## src/rtl/dms_pkg.sv

```systemverilog
package dms_pkg;
  localparam int unsigned DMS_FIELD_W = 16;

  typedef struct packed {
    logic en;      // schedule may run
    logic reload;  // restart count from load value
    logic tick;    // one refresh interval elapsed
  } tmr_ctl_t;
endpackage

```

## src/rtl/maint_timer.sv

```systemverilog
module maint_timer
  import dms_pkg::*;
#(
  parameter int unsigned W = 16
) (
  input  logic         clk,
  input  logic         rst_n,
  input  tmr_ctl_t     ctl,
  input  logic [W-1:0] load_val,
  output logic         expire
);
  logic [W-1:0] cnt_q, cnt_d;

  always_comb begin
    cnt_d  = cnt_q;
    expire = 1'b0;
    if (ctl.reload || !ctl.en) begin
      cnt_d = load_val;
    end else if (ctl.tick) begin
      if (cnt_q == '0) begin
        expire = 1'b1;
        cnt_d  = load_val;
      end else begin
        cnt_d = cnt_q - 1'b1;
      end
    end
  end

  always_ff @(posedge clk or negedge rst_n) begin
    if (!rst_n) cnt_q <= '0;
    else        cnt_q <= cnt_d;
  end


  expire_on_tick_chk: assert property (@(posedge clk) disable iff (!rst_n)
    expire |-> (ctl.tick && ctl.en && !ctl.reload));
endmodule

```

## src/rtl/req_hold.sv

```systemverilog
module req_hold (
  input  logic clk,
  input  logic rst_n,
  input  logic set,
  input  logic ack,
  output logic pend
);
  logic pend_q, pend_d;

  always_comb begin
    pend_d = (pend_q && !ack) || set;
  end

  always_ff @(posedge clk or negedge rst_n) begin
    if (!rst_n) pend_q <= 1'b0;
    else        pend_q <= pend_d;
  end

  assign pend = pend_q;


  ack_clears_chk: assert property (@(posedge clk) disable iff (!rst_n)
    (ack && !set) |=> !pend_q);

  no_spurious_chk: assert property (@(posedge clk) disable iff (!rst_n)
    (!pend_q && !set) |=> !pend_q);
endmodule

```

## src/rtl/dram_maint_sched.sv

```systemverilog
module dram_maint_sched
  import dms_pkg::*;
#(
  parameter int unsigned FIELD_W = DMS_FIELD_W
) (
  input  logic                 clk,
  input  logic                 rst_n,
  input  logic                 ref_tick,
  input  logic                 rate_adj_en,
  input  logic                 wp_en,
  input  logic                 cfg_we,
  input  logic [2*FIELD_W-1:0] cfg_wdata,
  output logic [2*FIELD_W-1:0] cfg_rdata,
  output logic                 temp_req,
  input  logic                 temp_ack,
  output logic                 zq_req,
  input  logic                 zq_ack
);
  localparam int unsigned REG_W = 2 * FIELD_W;

  logic [REG_W-1:0]   cfg_q, cfg_d;
  logic               wr_ok, cfg_en;
  logic [FIELD_W-1:0] temp_ivl_d, cal_cnt_d, cal_cnt_q;
  tmr_ctl_t           temp_ctl, cal_ctl;
  logic               temp_set, zq_set;
  logic               temp_pend, zq_pend;

  // register write path
  always_comb begin
    wr_ok  = cfg_we && !wp_en;
    cfg_en = wr_ok;
    cfg_d  = wr_ok ? cfg_wdata : cfg_q;
  end

  always_ff @(posedge clk or negedge rst_n) begin
    if (!rst_n)      cfg_q <= '0;
    else if (cfg_en) cfg_q <= cfg_d;
  end

  assign cfg_rdata  = cfg_q;
  assign temp_ivl_d = cfg_d[REG_W-1:FIELD_W];
  assign cal_cnt_d  = cfg_d[FIELD_W-1:0];
  assign cal_cnt_q  = cfg_q[FIELD_W-1:0];

  // timer controls: reload when a write changes the field
  always_comb begin
    temp_ctl.en     = rate_adj_en;
    temp_ctl.reload = wr_ok && (temp_ivl_d != cfg_q[REG_W-1:FIELD_W]);
    temp_ctl.tick   = ref_tick;
    cal_ctl.en      = (cal_cnt_d != '0);
    cal_ctl.reload  = wr_ok && (cal_cnt_d != cal_cnt_q);
    cal_ctl.tick    = ref_tick;
  end

  maint_timer #(.W(FIELD_W)) u_temp_tmr (
    .clk      (clk),
    .rst_n    (rst_n),
    .ctl      (temp_ctl),
    .load_val (temp_ivl_d),
    .expire   (temp_set)
  );

  maint_timer #(.W(FIELD_W)) u_cal_tmr (
    .clk      (clk),
    .rst_n    (rst_n),
    .ctl      (cal_ctl),
    .load_val (cal_cnt_d - 1'b1),
    .expire   (zq_set)
  );

  req_hold u_temp_hold (
    .clk   (clk),
    .rst_n (rst_n),
    .set   (temp_set),
    .ack   (temp_ack),
    .pend  (temp_pend)
  );

  req_hold u_zq_hold (
    .clk   (clk),
    .rst_n (rst_n),
    .set   (zq_set),
    .ack   (zq_ack),
    .pend  (zq_pend)
  );

  // calibration is offered ahead of the temperature read
  assign zq_req   = zq_pend;
  assign temp_req = temp_pend && !zq_pend;


  wp_block_chk: assert property (@(posedge clk) disable iff (!rst_n)
    (cfg_we && wp_en) |=> $stable(cfg_rdata));

  zq_first_chk: assert property (@(posedge clk) disable iff (!rst_n)
    !(temp_req && zq_req));

  temp_gate_chk: assert property (@(posedge clk) disable iff (!rst_n)
    !rate_adj_en |=> !$rose(temp_pend));

  cal_off_chk: assert property (@(posedge clk) disable iff (!rst_n)
    ((cal_cnt_q == '0) && !cfg_we) |-> !zq_set);
endmodule

```

## config.mk

```make
export PLATFORM = sky130hd
export DESIGN_NAME = dram_maint_sched
export DESIGN_NICKNAME = d
export VERILOG_FILES = /design/src/rtl/dms_pkg.sv /design/src/rtl/maint_timer.sv /design/src/rtl/req_hold.sv /design/src/rtl/dram_maint_sched.sv
export SDC_FILE = /design/constraint.sdc
export NUM_CORES = 1
export LEC_CHECK = 0
export BUFFER_PORTS_ARGS = -buffer_cell sky130_fd_sc_hd__buf_2
export CORE_MARGIN = 2
export CORE_UTILIZATION = 40
export DETAILED_ROUTE_END_ITERATION = 6
export PLACE_DENSITY = 0.59
export SLEW_MARGIN = 20
export SYNTH_ARGS = -nofsm -noshare
export SYNTH_HDL_FRONTEND = slang
export SYNTH_SLANG_ARGS = --single-unit
```

## constraint.sdc

```tcl
create_clock -name clk -period 5.9 [get_ports clk]
set_input_delay 0.295 -clock clk [delete_from_list [all_inputs] [get_ports clk]]
set_output_delay 0.295 -clock clk [all_outputs]
set_load 0.005 [all_outputs]
```

---- After elaboration in Yosys (flattened, before gate mapping) ----
Index checks and enable logic that the tools add are counted.
W data, S select, Z words.
storage, ports and cells
  logic and storage cells ................. 44
  bits in read-only memories .............. 0
  bits in writable memories ............... 0
  register bits after elaboration ......... 66
  memories ................................ 0
  output and inout port bits .............. 34
  bits in latches ......................... 0
cells by class
  add/subtract/negate cells ............... 3
  reduce and logical (&&, ||, !) cells .... 21
  div/mod/pow operators ................... 0
  multiply operators ...................... 0
  equality and inequality tests ........... 2
  shift operators ......................... 0
  bitwise logic cells ..................... 0
  multiplexer cells ....................... 13
  magnitude comparators ................... 0
operators with widths
  kind                     number
  $mux W16                 6
  $sub A16 B1 Y16 const B  3
  $logic_not A16 Y1        2
  $mux W32                 1
  $ne A16 B16 Y1           2
  $reduce_bool A16 Y1      1
  $logic_and A1 B1 Y1      6
  $logic_not A1 Y1         6
  $mux W1                  6
  $logic_or A1 B1 Y1       4
  $reduce_bool A2 Y1       2

---- Logic depth before layout (Yosys ltp) ----
  word-level depth ........................ 8
  gate-level depth with buffers ........... 10
  depth with buffers taken out ............ 9

---- Hierarchy ----
From an unflattened synthesis, not the netlist that was laid out.
second synthesis, totals
  cells, all modules ...................... 480
  area, all modules ....................... 4,548.1 sq um
by module, submodules not included
  module            cells each  seq. area each (sq um)  instances  area each (sq um)
  maint_timer       137         400.4                   2          1,137.3
  dram_maint_sched  200         800.8                   1          2,200.9
  req_hold          3           25.0                    2          36.3

---- Least setup slack after synthesis ----
No wires, ideal clock.
  path kind ............................... reg-to-reg
  start point ............................. register u_cal_tmr.cnt_q[10]
  end point ............................... register u_cal_tmr.cnt_q[6]
  setup time .............................. 0.126 ns
  data required time ...................... 5.774 ns
  cell stages (with the launch flop) ...... 8
  period minus slack after synthesis ...... 2.321 ns
  arrival ................................. 2.195 ns
  path slack .............................. 3.579 ns
  cells stage by stage .................... dfrtp_1 clkbuf_1 or4_1 nor4_2 and4_1 buf_2 a21oi_1 o32a_1
on the way
  longest elaborated chain between the ends .. 4
ends and longest elaborated chain
  what                      line               source
  start: declaration        maint_timer.sv:12  logic [W-1:0] cnt_q, cnt_d;
  start signal: assignment  maint_timer.sv:31  else cnt_q <= cnt_d;
  $logic_not A16 Y1         maint_timer.sv:20  if (cnt_q == '0) begin
  $mux W16                  maint_timer.sv:20
  $mux W16                  maint_timer.sv:19  end else if (ctl.tick) begin
  $mux W16                  maint_timer.sv:17  if (ctl.reload || !ctl.en) begin
No other way between the ends. The select of a mux whose other input is x is not followed.
A chain may end at the register's enable or synchronous reset.

---- Final worst setup path ----
  start point ............................. register u_cal_tmr.cnt_q[10]
  end point ............................... register u_cal_tmr.cnt_q[11]
on the way
  longest elaborated chain between the ends .. 4
ends and longest elaborated chain
  what                                                  line
  $sub A16 B1 Y16 or $logic_not A16 Y1 (tied branches)  maint_timer.sv:24, maint_timer.sv:20
  $mux W16 *                                            maint_timer.sv:20
  $mux W16 *                                            maint_timer.sv:19
  $mux W16 *                                            maint_timer.sv:17
Every way passes the cells marked *; elsewhere a longest branch is shown, timed or not. The select of a mux whose other input is x is not followed.

==> flow_summary.ini <==
[floorplanning]
initial_core_util_pct = 41.2
die_y_um = 107
coreArea_sq_um = 10300
die_area_sq_um = 11400
die_w_um = 107
ioPinCount = 74
fp-row-count = 37

[run]
max_cap_viol_count = 0

[route]
drt_pre_antenna_iters = 5
vias_per_cell = 5.55
drc = 0
ant_nets = 0
vias = 3957
drt_iter0_drc = 269
routed_wl_um = 12000
wl_per_cell_um = 16.9

[outcome]
status = completed

[pwr]
leakage_nw = 2.17
internal-power_mw = 0.872
sequentialPowerShare_pct = 46.2
switching_power_mw = 0.471
combPwrFrac_pct = 26.9
cellPowerDensity_nw_per_um2 = 275
vdd.ir_drop.worst_v = 0.000142
switching_share_pct = 35.1
p_clk_share_pct = 26.8

[timing]
rsz0062_at_grt = no
whs_ps = 114
worst_slew_pin_slew_ps = 1010
period_needed_ps = 2800
setup_ws_ps = 3100
fin_tns_setup_ps = 0
hold_violations = 0
slew_viol_final = 0
relSlewSlack_pct = 33.0
setup_viol = 0
max_freq_ghz = 0.357
finalCritPeriodShare_pct = 47.5
finalClockSkew_ps = 8.74

[synth]
synth_top_cell_by_area = dfrtp_1
synthDistinctLibCells = 58
netlist_top_cells_count = nand2_1 (96), dfrtp_1 (66), nor2_1 (36), a21oi_1 (35), o21ai_0 (31)
synth-seq-area-share_pct = 39.0
syn_inst = 509
yosysWarnings = 0
avgSynthCellArea_sq_um = 8.31
syn_nets = 553
netlist_area_sq_um = 4230
yosys-top-cells-area = dfrtp_1 (39%), nand2_1 (8.5%), xnor2_1 (5.2%)
synthArstFlopShare_pct = 100
ys_ff_latch = 66
synth_edf_count = 0
synth_ff_type = dfrtp_1
yosysMostFrequentCell = nand2_1
synth_top_area_share_pct = 39.0

[cts]
cts.clk_slew.worst_paths_ps = 70
h-tree-depth = 3
cts_buffers = 9
ctsResizeCount = 0
cts_setup_buffers = 0
cts_max_path_buffers = 2
ctsHoldBuffers = 0
cts_tree = done
clk_latency_ps = 350
clock-sinks = 66
clock-root-buffer = clkbuf_8

[layout]
syn_to_final_growth_pct = 15.3
nets = 616
fillers = 1037
final_util_pct = 47.5
diodes = 0
layout-drive-gt1-share_pct = 17.9

[grt]
antenna_found_initial = 0
met3_usage_pct = 3.77
met1_usage_pct = 35.7
overflow = 0
grtUsageTotal_pct = 22.1
grtUsageMet2_pct = 29.5
busiest_layer = met1
grt_pass1_vias = 3643
grt_pass1_wl_um = 19700
grt_start_max_net_pins = 67

[critical_path]
crit_fanout = 11
worstPathRequired_ps = 6170
r2r-start = u_cal_tmr.cnt_q[10]$_DFFE_PN0P_
setup.worst_path.class = reg2reg
r2r_slack_ps = 3100
startpoint = u_cal_tmr.cnt_q[10]$_DFFE_PN0P_
cp.arrival_ps = 3080
start_kind = flip-flop
crit_path_end_kind = flip-flop

[placed_design]
post-place-ws_ps = 2840
dp_hpwl_um = 8620
io_buffers = 73
routabilityCongestion = 0.874

[hold_path]
hold_path_class = in2async
## power groups by stage
stage	Sequential, mW	Clock [mW]	Combinational (mW)
global route	0.633	0.392	0.408
floorplan	0.604	0	0.243
CTS	0.618	0.370	0.363
finish	0.621	0.360	0.361
detailed placement	0.626	0	0.361
global placement	0.624	0	0.355
## worst max-delay path, stage by stage, from the launching register on
cell,delay (ps)
dfrtp_1,460
or4_1,610
nor4_2,310
nand4_1,520
nand2_1,390
nor4_1,80
a21oi_1,180
a2bb2oi_1,160
## registers in the layout (all words and copies together), names as in the netlist
signal and cells:
u_cal_tmr.cnt_q 16, u_zq_hold.pend 1, u_temp_hold.pend 1, u_temp_tmr.cnt_q 16
cfg_rdata 32
## logic make-up after synthesis
kind of cell,after synthesis,synth area share [%]
buffers and inverters,43,4.29
XOR/XNOR,43,8.90
AO/OA/AOI/OAI,120,18.0
multiplexers,15,3.67
flip-flops,66,39.0
adder cells (fa/ha/maj),4,1.18
AND/OR/NAND/NOR,218,24.9
## metrics by stage
step | cells | cell area (sq um) | power (mW)
after floorplan | 509 | 4230 | 0.847
after global routing | 713 | 4880 | 1.43
after CTS | 713 | 4870 | 1.35
final | 713 | 4880 | 1.34
after detailed placement | 697 | 4690 | 0.987
after global placement | 697 | 4690 | 0.980
## worst paths after layout
kind,endpoint,depth (start not counted)
max,u_cal_tmr.cnt_q[11]$_DFFE_PN0P_,7
min,u_cal_tmr.cnt_q[1]$_DFFE_PN0P_,2
max reg2reg,u_cal_tmr.cnt_q[11]$_DFFE_PN0P_,7
min reg2reg,u_temp_tmr.cnt_q[7]$_DFFE_PN0P_,2
max in group asynchronous,cfg_rdata[12]$_DFFE_PN0N_,2
min in group clk,u_zq_hold.pend$_DFF_PN0_,2
## metal layers
metal	vias to the layer above	routed length, um
li1	1928	-
met3	14	691
met4	0	169
met2	114	4910
met1	1901	6240
met5	-	0
## cell type report
| cell class | instances | area [sq um] | share of cell area (%) |
|---|---|---|---|
| Clock inverter | 2 | 10.0 | 0.205 |
| Sequential cell | 66 | 1650 | 33.9 |
| Multi-Input combinational cell | 400 | 2410 | 49.4 |
| Inverter | 18 | 67.6 | 1.38 |
| Timing Repair Buffer | 77 | 395 | 8.10 |
| Clock buffer | 14 | 173 | 3.54 |
| Tap cell | 136 | 170 | 3.49 |
## cells in the final DEF, fill, tap and decap left out, types with 8 or more instances in the layout
cell type	synthesis	layout
a21oi_1	35	35
buf_2	4	73
clkbuf_8	0	12
dfrtp_1	66	66
inv_1	17	17
mux2i_1	14	14
nand2_1	96	96
nand3_1	10	10
nand4_1	8	8
nor2_1	36	35
nor3_1	15	15
nor4_1	13	13
o21ai_0	31	31
or3_1	8	8
xnor2_1	25	25
xor2_1	18	18
Power figures use the tool's default switching activity.
